==> config.mk <==
export PLATFORM = sky130hd
export DESIGN_NAME = sgdma_chain_engine
export DESIGN_NICKNAME = d
export VERILOG_FILES = /design/src/rtl/sgdma_pkg.sv /design/src/rtl/sgdma_desc_fetch.sv /design/src/rtl/sgdma_beat_mover.sv /design/src/rtl/sgdma_status.sv /design/src/rtl/sgdma_chain_engine.sv
export SDC_FILE = /design/constraint.sdc
export NUM_CORES = 1
export LEC_CHECK = 0
export CORE_ASPECT_RATIO = 1.25
export CORE_MARGIN = 3
export CORE_UTILIZATION = 35
export CTS_CLUSTER_SIZE = 25
export DETAILED_ROUTE_END_ITERATION = 10
export DONT_BUFFER_PORTS = 1
export PLACE_DENSITY = 0.55
export SLEW_MARGIN = 40
export SYNTH_ARGS = -nofsm -noshare
export SYNTH_HDL_FRONTEND = slang
export SYNTH_SLANG_ARGS = --single-unit
export TNS_END_PERCENT = 50
==> constraint.sdc <==
create_clock -name clk -period 2.4 [get_ports clk]
set_input_delay 0.36 -clock clk [delete_from_list [all_inputs] [get_ports clk]]
set_output_delay 0.36 -clock clk [all_outputs]
set_load 0.005 [all_outputs]
==> src/rtl/sgdma_pkg.sv <==
package sgdma_pkg;

   localparam int ST_W       = 5;
   localparam int ST_RD_DONE = 0;
   localparam int ST_WR_DONE = 1;
   localparam int ST_RD_ERR  = 2;
   localparam int ST_WR_ERR  = 3;
   localparam int ST_SG_ERR  = 4;

   localparam int DESC_WORDS = 3;

   typedef enum logic [1:0] {
      CS_IDLE,
      CS_FETCH,
      CS_MOVE
   } ctl_state_e;

   typedef enum logic [1:0] {
      MV_IDLE,
      MV_READ,
      MV_WRITE
   } mv_state_e;

endpackage

==> src/rtl/sgdma_desc_fetch.sv <==
module sgdma_desc_fetch
   import sgdma_pkg::*;
#(
   parameter int AW        = 32,
   parameter int DW        = 32,
   parameter int CW        = 16,
   parameter int GRAN_LOG2 = 8
) (
   input  logic          clk,
   input  logic          rst_n,
   input  logic          go_i,
   input  logic [AW-1:0] addr_i,
   output logic          dm_req_o,
   output logic [AW-1:0] dm_addr_o,
   input  logic          dm_ack_i,
   input  logic [DW-1:0] dm_rdata_i,
   output logic          vld_o,
   output logic [AW-1:0] src_o,
   output logic [AW-1:0] dst_o,
   output logic [CW-1:0] len_o,
   output logic          last_o,
   output logic          bad_o
);

   localparam int BEAT_B  = DW / 8;
   localparam int BEAT_SH = $clog2(BEAT_B);
   localparam int IDX_W   = $clog2(DESC_WORDS);
   localparam logic [IDX_W-1:0] IDX_LAST = IDX_W'(DESC_WORDS - 1);

   logic             active_q;
   logic [IDX_W-1:0] idx_q;
   logic [AW-1:0]    base_q;
   logic             vld_q;
   logic [DW-1:0]    word_q [DESC_WORDS];

   always_ff @(posedge clk or negedge rst_n) begin
      if (!rst_n) begin
         active_q <= 1'b0;
         idx_q    <= '0;
         base_q   <= '0;
         vld_q    <= 1'b0;
         for (int i = 0; i < DESC_WORDS; i++) word_q[i] <= '0;
      end else begin
         vld_q <= 1'b0;
         if (go_i && !active_q) begin
            active_q <= 1'b1;
            idx_q    <= '0;
            base_q   <= addr_i;
         end else if (active_q && dm_ack_i) begin
            word_q[idx_q] <= dm_rdata_i;
            if (idx_q == IDX_LAST) begin
               active_q <= 1'b0;
               vld_q    <= 1'b1;
            end else begin
               idx_q <= idx_q + 1'b1;
            end
         end
      end
   end

   assign dm_req_o  = active_q;
   assign dm_addr_o = base_q + (AW'(idx_q) << BEAT_SH);
   assign vld_o     = vld_q;
   assign src_o     = word_q[0][AW-1:0];
   assign dst_o     = word_q[1][AW-1:0];
   assign len_o     = word_q[2][CW-1:0];
   assign last_o    = word_q[2][DW-1];

   logic unused_rsv;
   assign unused_rsv = ^word_q[2][DW-2:CW] ^ ^word_q[0] ^ ^word_q[1];

   generate
      if (GRAN_LOG2 == 0) begin : g_len_any
         assign bad_o = (len_o == '0);
      end else begin : g_len_gran
         assign bad_o = (len_o == '0) || (len_o[GRAN_LOG2-1:0] != '0);
      end
   endgenerate

   assert_desc_hold_R12: assert property (@(posedge clk) disable iff (!rst_n)
      dm_req_o && !dm_ack_i |=> dm_req_o && $stable(dm_addr_o));

   assert_desc_stride_R2: assert property (@(posedge clk) disable iff (!rst_n)
      active_q && dm_ack_i && (idx_q != IDX_LAST)
      |=> dm_addr_o == $past(dm_addr_o) + AW'(BEAT_B));

endmodule

==> src/rtl/sgdma_beat_mover.sv <==
module sgdma_beat_mover
   import sgdma_pkg::*;
#(
   parameter int AW = 32,
   parameter int DW = 32,
   parameter int CW = 16
) (
   input  logic          clk,
   input  logic          rst_n,
   input  logic          go_i,
   input  logic [AW-1:0] src_i,
   input  logic [AW-1:0] dst_i,
   input  logic [CW-1:0] len_i,
   output logic          rd_req_o,
   output logic [AW-1:0] rd_addr_o,
   input  logic          rd_ack_i,
   input  logic [DW-1:0] rd_data_i,
   input  logic          rd_err_i,
   output logic          wr_req_o,
   output logic [AW-1:0] wr_addr_o,
   output logic [DW-1:0] wr_data_o,
   input  logic          wr_ack_i,
   input  logic          wr_err_i,
   output logic          done_o,
   output logic          err_rd_o,
   output logic          err_wr_o
);

   localparam int BEAT_B  = DW / 8;
   localparam int BEAT_SH = $clog2(BEAT_B);

   mv_state_e     st_q;
   logic [AW-1:0] src_q, dst_q;
   logic [CW-1:0] rem_q;
   logic [DW-1:0] data_q;
   logic          done_q, err_rd_q, err_wr_q;

   always_ff @(posedge clk or negedge rst_n) begin
      if (!rst_n) begin
         st_q     <= MV_IDLE;
         src_q    <= '0;
         dst_q    <= '0;
         rem_q    <= '0;
         data_q   <= '0;
         done_q   <= 1'b0;
         err_rd_q <= 1'b0;
         err_wr_q <= 1'b0;
      end else begin
         done_q <= 1'b0;
         case (st_q)
            MV_IDLE: begin
               if (go_i) begin
                  src_q    <= src_i;
                  dst_q    <= dst_i;
                  rem_q    <= len_i >> BEAT_SH;
                  err_rd_q <= 1'b0;
                  err_wr_q <= 1'b0;
                  st_q     <= MV_READ;
               end
            end
            MV_READ: begin
               if (rd_ack_i) begin
                  if (rd_err_i) begin
                     err_rd_q <= 1'b1;
                     done_q   <= 1'b1;
                     st_q     <= MV_IDLE;
                  end else begin
                     data_q <= rd_data_i;
                     st_q   <= MV_WRITE;
                  end
               end
            end
            MV_WRITE: begin
               if (wr_ack_i) begin
                  if (wr_err_i) begin
                     err_wr_q <= 1'b1;
                     done_q   <= 1'b1;
                     st_q     <= MV_IDLE;
                  end else begin
                     src_q <= src_q + AW'(BEAT_B);
                     dst_q <= dst_q + AW'(BEAT_B);
                     rem_q <= rem_q - 1'b1;
                     if (rem_q == CW'(1)) begin
                        done_q <= 1'b1;
                        st_q   <= MV_IDLE;
                     end else begin
                        st_q <= MV_READ;
                     end
                  end
               end
            end
            default: st_q <= MV_IDLE;
         endcase
      end
   end

   assign rd_req_o  = (st_q == MV_READ);
   assign rd_addr_o = src_q;
   assign wr_req_o  = (st_q == MV_WRITE);
   assign wr_addr_o = dst_q;
   assign wr_data_o = data_q;
   assign done_o    = done_q;
   assign err_rd_o  = err_rd_q;
   assign err_wr_o  = err_wr_q;

   assert_rd_hold_R12: assert property (@(posedge clk) disable iff (!rst_n)
      rd_req_o && !rd_ack_i |=> rd_req_o && $stable(rd_addr_o));

   assert_wr_hold_R12: assert property (@(posedge clk) disable iff (!rst_n)
      wr_req_o && !wr_ack_i |=> wr_req_o && $stable(wr_addr_o) && $stable(wr_data_o));

   assert_wr_after_rd_R3: assert property (@(posedge clk) disable iff (!rst_n)
      $rose(wr_req_o) |-> $past(rd_req_o && rd_ack_i && !rd_err_i));

   assert_rd_err_no_write_R7: assert property (@(posedge clk) disable iff (!rst_n)
      rd_req_o && rd_ack_i && rd_err_i |=> !wr_req_o && !rd_req_o);

endmodule

==> src/rtl/sgdma_status.sv <==
module sgdma_status
   import sgdma_pkg::*;
#(
   parameter int NB = ST_W
) (
   input  logic          clk,
   input  logic          rst_n,
   input  logic [NB-1:0] set_i,
   input  logic          end_i,
   input  logic          clr_we_i,
   input  logic [NB-1:0] clr_mask_i,
   output logic [NB-1:0] status_o,
   output logic          irq_o
);

   logic [NB-1:0] status_q;
   logic [NB-1:0] clr_eff;
   logic          irq_q;

   assign clr_eff = clr_we_i ? clr_mask_i : '0;

   always_ff @(posedge clk or negedge rst_n) begin
      if (!rst_n) begin
         status_q <= '0;
         irq_q    <= 1'b0;
      end else begin
         status_q <= (status_q & ~clr_eff) | set_i;
         irq_q    <= end_i;
      end
   end

   assign status_o = status_q;
   assign irq_o    = irq_q;

   assert_set_wins_R11: assert property (@(posedge clk) disable iff (!rst_n)
      (|set_i) |=> ((status_o & $past(set_i)) == $past(set_i)));

   assert_w1c_R10: assert property (@(posedge clk) disable iff (!rst_n)
      clr_we_i && (set_i == '0) |=> ((status_o & $past(clr_mask_i)) == '0));

   assert_irq_pulse_R4: assert property (@(posedge clk) disable iff (!rst_n)
      irq_o |=> !irq_o);

endmodule

==> src/rtl/sgdma_chain_engine.sv <==
module sgdma_chain_engine
   import sgdma_pkg::*;
#(
   parameter int AW        = 32,
   parameter int DW        = 32,
   parameter int CW        = 16,
   parameter int GRAN_LOG2 = 8
) (
   input  logic            clk,
   input  logic            rst_n,
   input  logic            start_i,
   input  logic [AW-1:0]   base_i,
   input  logic            clr_we_i,
   input  logic [ST_W-1:0] clr_mask_i,
   output logic [ST_W-1:0] status_o,
   output logic            busy_o,
   output logic            irq_o,
   output logic            dm_req_o,
   output logic [AW-1:0]   dm_addr_o,
   input  logic            dm_ack_i,
   input  logic [DW-1:0]   dm_rdata_i,
   output logic            rd_req_o,
   output logic [AW-1:0]   rd_addr_o,
   input  logic            rd_ack_i,
   input  logic [DW-1:0]   rd_data_i,
   input  logic            rd_err_i,
   output logic            wr_req_o,
   output logic [AW-1:0]   wr_addr_o,
   output logic [DW-1:0]   wr_data_o,
   input  logic            wr_ack_i,
   input  logic            wr_err_i
);

   localparam int BEAT_B = DW / 8;
   localparam logic [AW-1:0] STRIDE = AW'(DESC_WORDS * BEAT_B);

   initial begin
      assert (DW % 8 == 0 && DW >= 16) else $error("data width must be whole bytes");
      assert (AW <= DW) else $error("address must fit one descriptor word");
      assert (CW < DW) else $error("count field must leave room for the final flag");
      assert (GRAN_LOG2 < CW) else $error("granule wider than count field");
      assert ((1 << GRAN_LOG2) % BEAT_B == 0 || GRAN_LOG2 == 0)
         else $error("granule must hold whole beats");
   end

   ctl_state_e    st_q;
   logic [AW-1:0] ptr_q;
   logic          fetch_go_q, mv_go_q;

   logic          desc_vld, desc_last, desc_bad;
   logic [AW-1:0] desc_src, desc_dst;
   logic [CW-1:0] desc_len;
   logic          mv_done, mv_err_rd, mv_err_wr;

   logic [ST_W-1:0] sts_set;
   logic            chain_end;

   sgdma_desc_fetch #(
      .AW(AW), .DW(DW), .CW(CW), .GRAN_LOG2(GRAN_LOG2)
   ) u_fetch (
      .clk        (clk),
      .rst_n      (rst_n),
      .go_i       (fetch_go_q),
      .addr_i     (ptr_q),
      .dm_req_o   (dm_req_o),
      .dm_addr_o  (dm_addr_o),
      .dm_ack_i   (dm_ack_i),
      .dm_rdata_i (dm_rdata_i),
      .vld_o      (desc_vld),
      .src_o      (desc_src),
      .dst_o      (desc_dst),
      .len_o      (desc_len),
      .last_o     (desc_last),
      .bad_o      (desc_bad)
   );

   sgdma_beat_mover #(
      .AW(AW), .DW(DW), .CW(CW)
   ) u_mover (
      .clk       (clk),
      .rst_n     (rst_n),
      .go_i      (mv_go_q),
      .src_i     (desc_src),
      .dst_i     (desc_dst),
      .len_i     (desc_len),
      .rd_req_o  (rd_req_o),
      .rd_addr_o (rd_addr_o),
      .rd_ack_i  (rd_ack_i),
      .rd_data_i (rd_data_i),
      .rd_err_i  (rd_err_i),
      .wr_req_o  (wr_req_o),
      .wr_addr_o (wr_addr_o),
      .wr_data_o (wr_data_o),
      .wr_ack_i  (wr_ack_i),
      .wr_err_i  (wr_err_i),
      .done_o    (mv_done),
      .err_rd_o  (mv_err_rd),
      .err_wr_o  (mv_err_wr)
   );

   always_ff @(posedge clk or negedge rst_n) begin
      if (!rst_n) begin
         st_q       <= CS_IDLE;
         ptr_q      <= '0;
         fetch_go_q <= 1'b0;
         mv_go_q    <= 1'b0;
      end else begin
         fetch_go_q <= 1'b0;
         mv_go_q    <= 1'b0;
         case (st_q)
            CS_IDLE: begin
               if (start_i) begin
                  ptr_q      <= base_i;
                  fetch_go_q <= 1'b1;
                  st_q       <= CS_FETCH;
               end
            end
            CS_FETCH: begin
               if (desc_vld) begin
                  if (desc_bad) begin
                     st_q <= CS_IDLE;
                  end else begin
                     mv_go_q <= 1'b1;
                     st_q    <= CS_MOVE;
                  end
               end
            end
            CS_MOVE: begin
               if (mv_done) begin
                  if (mv_err_rd || mv_err_wr || desc_last) begin
                     st_q <= CS_IDLE;
                  end else begin
                     ptr_q      <= ptr_q + STRIDE;
                     fetch_go_q <= 1'b1;
                     st_q       <= CS_FETCH;
                  end
               end
            end
            default: st_q <= CS_IDLE;
         endcase
      end
   end

   always_comb begin
      sts_set   = '0;
      chain_end = 1'b0;
      if (st_q == CS_FETCH && desc_vld && desc_bad) begin
         sts_set[ST_SG_ERR] = 1'b1;
         chain_end          = 1'b1;
      end
      if (st_q == CS_MOVE && mv_done) begin
         if (mv_err_rd) begin
            sts_set[ST_RD_ERR] = 1'b1;
            chain_end          = 1'b1;
         end else if (mv_err_wr) begin
            sts_set[ST_WR_ERR] = 1'b1;
            chain_end          = 1'b1;
         end else if (desc_last) begin
            sts_set[ST_RD_DONE] = 1'b1;
            sts_set[ST_WR_DONE] = 1'b1;
            chain_end           = 1'b1;
         end
      end
   end

   sgdma_status #(.NB(ST_W)) u_status (
      .clk        (clk),
      .rst_n      (rst_n),
      .set_i      (sts_set),
      .end_i      (chain_end),
      .clr_we_i   (clr_we_i),
      .clr_mask_i (clr_mask_i),
      .status_o   (status_o),
      .irq_o      (irq_o)
   );

   assign busy_o = (st_q != CS_IDLE);

   assert_irq_idle_R4: assert property (@(posedge clk) disable iff (!rst_n)
      irq_o |-> !busy_o);

   assert_desc_quiet_R3: assert property (@(posedge clk) disable iff (!rst_n)
      dm_req_o |-> !rd_req_o && !wr_req_o);

   assert_busy_start_R9: assert property (@(posedge clk) disable iff (!rst_n)
      busy_o && start_i && !chain_end && !(st_q == CS_MOVE && mv_done) |=> $stable(ptr_q));

   assert_bad_no_move_R6: assert property (@(posedge clk) disable iff (!rst_n)
      desc_vld && desc_bad |=> !rd_req_o && !busy_o);

endmodule

Word-level counts from Yosys, hierarchy flattened

Index checks and enable logic that the tools add are counted.

Add/sub/neg operators: 6
Order comparisons: 2
Equal/unequal tests: 17
Multiplexer cells: 74
Bitwise logic cells: 6
Reduce and logical (&&, ||, !) cells: 30

Operators with widths:

| operator                | count |
|---|---|
| $mux W32                | 10 |
| $pmux W32 S2            | 3 |
| $bwmux W96              | 1 |
| $add A32 B3 Y32 const B | 2 |
| $demux W32 S2           | 1 |
| $mux W16                | 3 |
| $add A32 B4 Y32         | 1 |
| $add A32 B4 Y32 const B | 1 |
| $mux W1                 | 32 |
| $pmux W16 S2            | 1 |
| $mux W2                 | 15 |
| $eq A16 B1 Y1 const B   | 1 |
| $logic_not A16 Y1       | 1 |
| $reduce_and A4 Y1       | 4 |
| $sub A16 B1 Y16 const B | 1 |
| $ne A2 B1 Y1 const B    | 7 |
| $pmux W2 S3             | 2 |
| $reduce_bool A2 Y1      | 6 |
| $reduce_and A3 Y1       | 3 |
| $ne A2 B2 Y1 const B    | 4 |
| $pmux W1 S2             | 4 |
| $reduce_bool A8 Y1      | 1 |
| $eq A2 B2 Y1 const B    | 3 |
| $logic_and A1 B1 Y1     | 6 |
| 15 further kinds        | 22 |

Flip-flop bits (word level): 291
Input bits: 110
Word-level logic and storage cells: 156

Longest topological paths before layout

Word-level depth: 8
Depth in mapped cells: 10
Depth with buffers taken out: 7

Hierarchy

A second synthesis with hierarchy kept.

Cells, all modules: 1,342
Area total of the unflattened synthesis: 14,033.5 sq um

By module, submodules not included:

| module             | instances | cells an instance | area an instance (sq um) | seq. area each (sq um) |
|---|---|---|---|---|
| sgdma_beat_mover   | 1         | 687               | 6,324.8                  | 2,927.8 |
| sgdma_desc_fetch   | 1         | 361               | 5,088.6                  | 2,927.8 |
| sgdma_chain_engine | 1         | 278               | 2,413.6                  | 900.9 |
| sgdma_status       | 1         | 16                | 206.4                    | 150.1 |

Least setup slack after synthesis

OpenSTA, ideal clock, no wires.

Path kind: register to output
Start: register u_fetch.idx_q[1]
End: output dm_addr_o[23]
Arrival: 1.913 ns
Setup slack: 0.127 ns
Stages on the path, launching flop included: 7
Cell sequence: dfrtp_1 ha_1 a21oi_1 or3_1 nor4_4 nand3_1 xnor2_1

Cells in the longest elaborated chain, start to end: 1

RTL lines:

| element                  | RTL line                 | RTL |
|---|---|---|
| start: declaration       | sgdma_desc_fetch.sv:31   | `logic [IDX_W-1:0] idx_q;` |
| start signal: assignment | sgdma_desc_fetch.sv:55   | `idx_q <= idx_q + 1'b1;` |
| $add A32 B4 Y32          | sgdma_desc_fetch.sv:62   | `assign dm_addr_o = base_q + (AW'(idx_q) << BEAT_SH);` |
| end: declaration         | sgdma_chain_engine.sv:19 | `output logic [AW-1:0] dm_addr_o,` |

Every way passes these cells.

Final worst setup path

Start: register u_fetch.base_q[2]
End: output dm_addr_o[22]

Cells in the longest elaborated chain, start to end: 1

RTL lines:

| element                  | RTL line               | RTL |
|---|---|---|
| start: declaration       | sgdma_desc_fetch.sv:32 | `logic [AW-1:0] base_q;` |
| start signal: assignment | sgdma_desc_fetch.sv:48 | `base_q <= addr_i;` |
| $add A32 B4 Y32          | sgdma_desc_fetch.sv:62 |  |

Every way passes these cells.

==> out/metrics.cfg <==
[synth]
synthCells = 1322
synth_compound_area_share_pct = 13.7
syn_area_sq_um = 13800
synth_common_cells = 276 x dfrtp_1, 149 x mux2_2, 109 x a21oi_1, 107 x nand2_1, 78 x nor2_1
yosysWarningCount = 0
synth_edf_count = 0
async_reset_ff_share_pct = 100
yosys_register_bits = 276
yosysSeqAreaShare_pct = 50.0
synth-simple-area-share_pct = 16.5
syn-num-nets = 1447
avgSynthCellArea_sq_um = 10.5
yosys.area_share.adder_pct = 1.41
synth_top_family_by_area = simple AND/OR/NAND/NOR gates
synth_top_area_share_pct = 50.0
yosysMostFrequentCell = dfrtp_1
synth_mux_area_share_pct = 13.5
ys_top_cells_by_area = dfrtp_1 50%, mux2_2 12%, a21oi_1 3.9%, nand2_1 2.9%, nand3_1 2.4%
yosys.cell_types.count = 77
synthFlopType = dfrtp_1
synth_xor_area_share_pct = 1.90
yosys.area.top_type = dfrtp_1

[worst_setup_path]
required_ps = 2040
critPathLaunchType = register
r2r_cells = 9
crit_type = reg -> out
reg2reg_slack_ps = 130
cp_data_arrival_time_ps = 2510
path_max_fanout = 5
timing.rr.end = u_mover.wr_addr_o[13]$_DFFE_PN0P_
endpoint_kind = primary output
worst_r2r_startpoint = u_mover.st_q[0]$_DFFE_PN0P_

[place]
placed_cells = 1803
dpl_worst_slack_ps = -34.3
placed_area_sq_um = 14700
io_buffers = 0
place.gp.congestion = 0.848
dp_hpwl_microns = 27700

[power]
p_seq_share_pct = 41.5
p_per_area_nw_per_um2 = 1300
p_int_w = 0.0138
max-vdd-ir-drop_mv = 0.763
p_leak_nw = 7.10
p_sw_w = 0.00841
p_comb_share_pct = 36.7
p_total_w = 0.0222
clockPowerShare_pct = 21.8
switching_share_pct = 37.9

[clocking]
cts_hold_buf = 87
cts_root_buf = clkbuf_16
cts_tree = built
cts.sinks = 276
numCtsBuffers = 31
worstSkewPairLatency_ps = 550
path_clk_slew_ps = 60
h-tree-depth = 1
clk_path_buf_depth = 3

[outcome]
status = complete, but fails checks
violations = negative hold slack, negative setup slack

[timing]
finalCriticalPeriod_ps = 2870
clock_skew_ps = 10.2
hold_violations = 276
slew_headroom_pct = 13.0
rsz0062_at_grt = true
slew_viol_final = 0
setup_ws_ps = -468
fmax_ghz = 0.349
report.final.setup_viol = 25
min_period_over_period_pct = 120
timing.hold.ws_ps = -468
setup_tns_ps = -7160
worst_pin_slew_ps = 1300

[die]
start_util_pct = 35.9
ioPinCount = 248
core_sq_um = 38500
die_w_microns = 184
rows = 80
die_area_sq_um = 41900
fp.dieH_microns = 228

[routing]
wl_per_cell_microns = 20.9
vias_per_cell = 5.66
first_pass_iters = 5
wirelength_microns = 40900
drc = 0
ant_nets = 0
drtIter0Drc = 694
vias = 11077

[global_route]
antenna_found_initial = 1
grt_usage_pct = 18.8
grt_pass1_vias = 11029
grt_max_degree = 277
overflow = 0
grt_pass1_wl_microns = 63700

[layout]
drive_gt1_share_pct = 23.6
finalNonFillerCells = 1956
antennaDiodeCount = 0
area_growth_pct = 23.2
fin_nets = 1567
design_area_sq_um = 17000
final.fill_count = 3626

[min_path]
min_path_type = in -> async

[job]
maxCapViolations = 0

per-stage QoR:
step / util (%) / hold WS, ps
after floorplan: - / 64.4
after global placement: 38.2 / 80.0
after detailed placement: 38.2 / 80.9
after CTS: 43.9 / -527
after global routing: 44.2 / -510
final: 44.2 / -468
registers in the layout (all words and copies together) (netlist names):
register	cells
u_fetch.dm_req_o	1
u_status.status_o	5
u_mover.st_q	2
u_fetch.base_q	32
u_fetch.vld_o	1
u_fetch.len_o	16
u_fetch.idx_q	2
u_mover.rd_addr_o	32
u_mover.wr_data_o	32
u_fetch.last_o	1
u_mover.err_rd_o	1
fetch_go_q	1
u_fetch.dst_o	32
u_mover.wr_addr_o	32
st_q	2
u_mover.rem_q	16
ptr_q	32
mv_go_q	1
u_mover.done_o	1
u_status.irq_o	1
u_fetch.src_o	32
u_mover.err_wr_o	1
cell families (layout without fill, tap and decap cells):
group	Yosys count	after routing
simple gates	427	427
compound gates	304	304
flops	276	276
mux	168	168
buf+inv	102	244
xor+xnor	30	30
fa+ha+maj	15	15
worst max-delay path by stage:
stage / start / endpoint / slack [ps]
final: u_fetch.base_q[2]$_DFFE_PN0P_ / dm_addr_o[22] / -470
after global routing: u_fetch.base_q[2]$_DFFE_PN0P_ / dm_addr_o[22] / -570
after global placement: u_fetch.base_q[2]$_DFFE_PN0P_ / dm_addr_o[28] / 40
after floorplan: u_fetch.idx_q[1]$_DFFE_PN0P_ / dm_addr_o[23] / 130
after CTS: u_fetch.base_q[2]$_DFFE_PN0P_ / dm_addr_o[30] / -470
after detailed placement: u_fetch.base_q[2]$_DFFE_PN0P_ / dm_addr_o[28] / -30
routing by layer:
metal	routed length (microns)	global-route usage, %	vias to the layer above
li1	-	-	5144
met1	16500	23.1	5541
met2	20900	33.3	311
met3	2330	3.44	79
met4	1140	5.74	2
met5	13	0	-
power by group through the flow:
stage / clock network, W / registers (W) / logic (W)
after floorplan: 0 / 0.00847 / 0.00581
after global placement: 0 / 0.00915 / 0.00760
after detailed placement: 0 / 0.00921 / 0.00776
after CTS: 0.00500 / 0.00916 / 0.00813
after global routing: 0.00517 / 0.00952 / 0.00909
final: 0.00485 / 0.00922 / 0.00815
layout make-up:
class | instances | area, sq um | share of cell area, %
well taps | 492 | 616 | 3.61
inverters | 24 | 90.1 | 0.529
repair buffers | 165 | 1570 | 9.24
clock buffers | 45 | 918 | 5.39
multi-input cells | 944 | 6800 | 39.9
flip-flops and latches | 276 | 6910 | 40.6
clock inverters | 10 | 130 | 0.764
worst max-delay path, cell delays in order (launching register included):
cell and delay (ps):
dfrtp_1 350, ha_2 190, inv_2 40, fa_2 370, or3_4 420, nor2_4 100, buf_6 130, nand4_1 150
xnor2_2 210
cell usage in the layout (no fill, tap or decap), drive strengths merged, types with 10 or more instances in the layout:
master / synthesis / final
mux2i: 19 / 19
and4: 15 / 15
a211oi: 12 / 12
a2bb2oi: 10 / 10
o21ai: 55 / 55
dlygate4sd3: 0 / 87
dfrtp: 276 / 276
mux2: 149 / 149
nor3: 31 / 31
nand3: 69 / 69
nand2b: 15 / 15
a21oi: 109 / 109
nand4: 29 / 29
nor2: 79 / 79
nor4: 17 / 17
inv: 24 / 24
o22ai: 48 / 48
nand2: 107 / 107
xnor2: 19 / 19
or3: 12 / 12
xor2: 11 / 11
clkbuf: 48 / 45
and3: 16 / 16
ha: 14 / 14
buf: 30 / 78
repair_timing:
item,4_1_cts,5_1_grt
setup endpoints to repair,25,27
pin swaps,13,10
gates resized for setup,37,17
buffers inserted,8,3
hold endpoints to repair,411,276
Power figures use the tool's default switching activity.
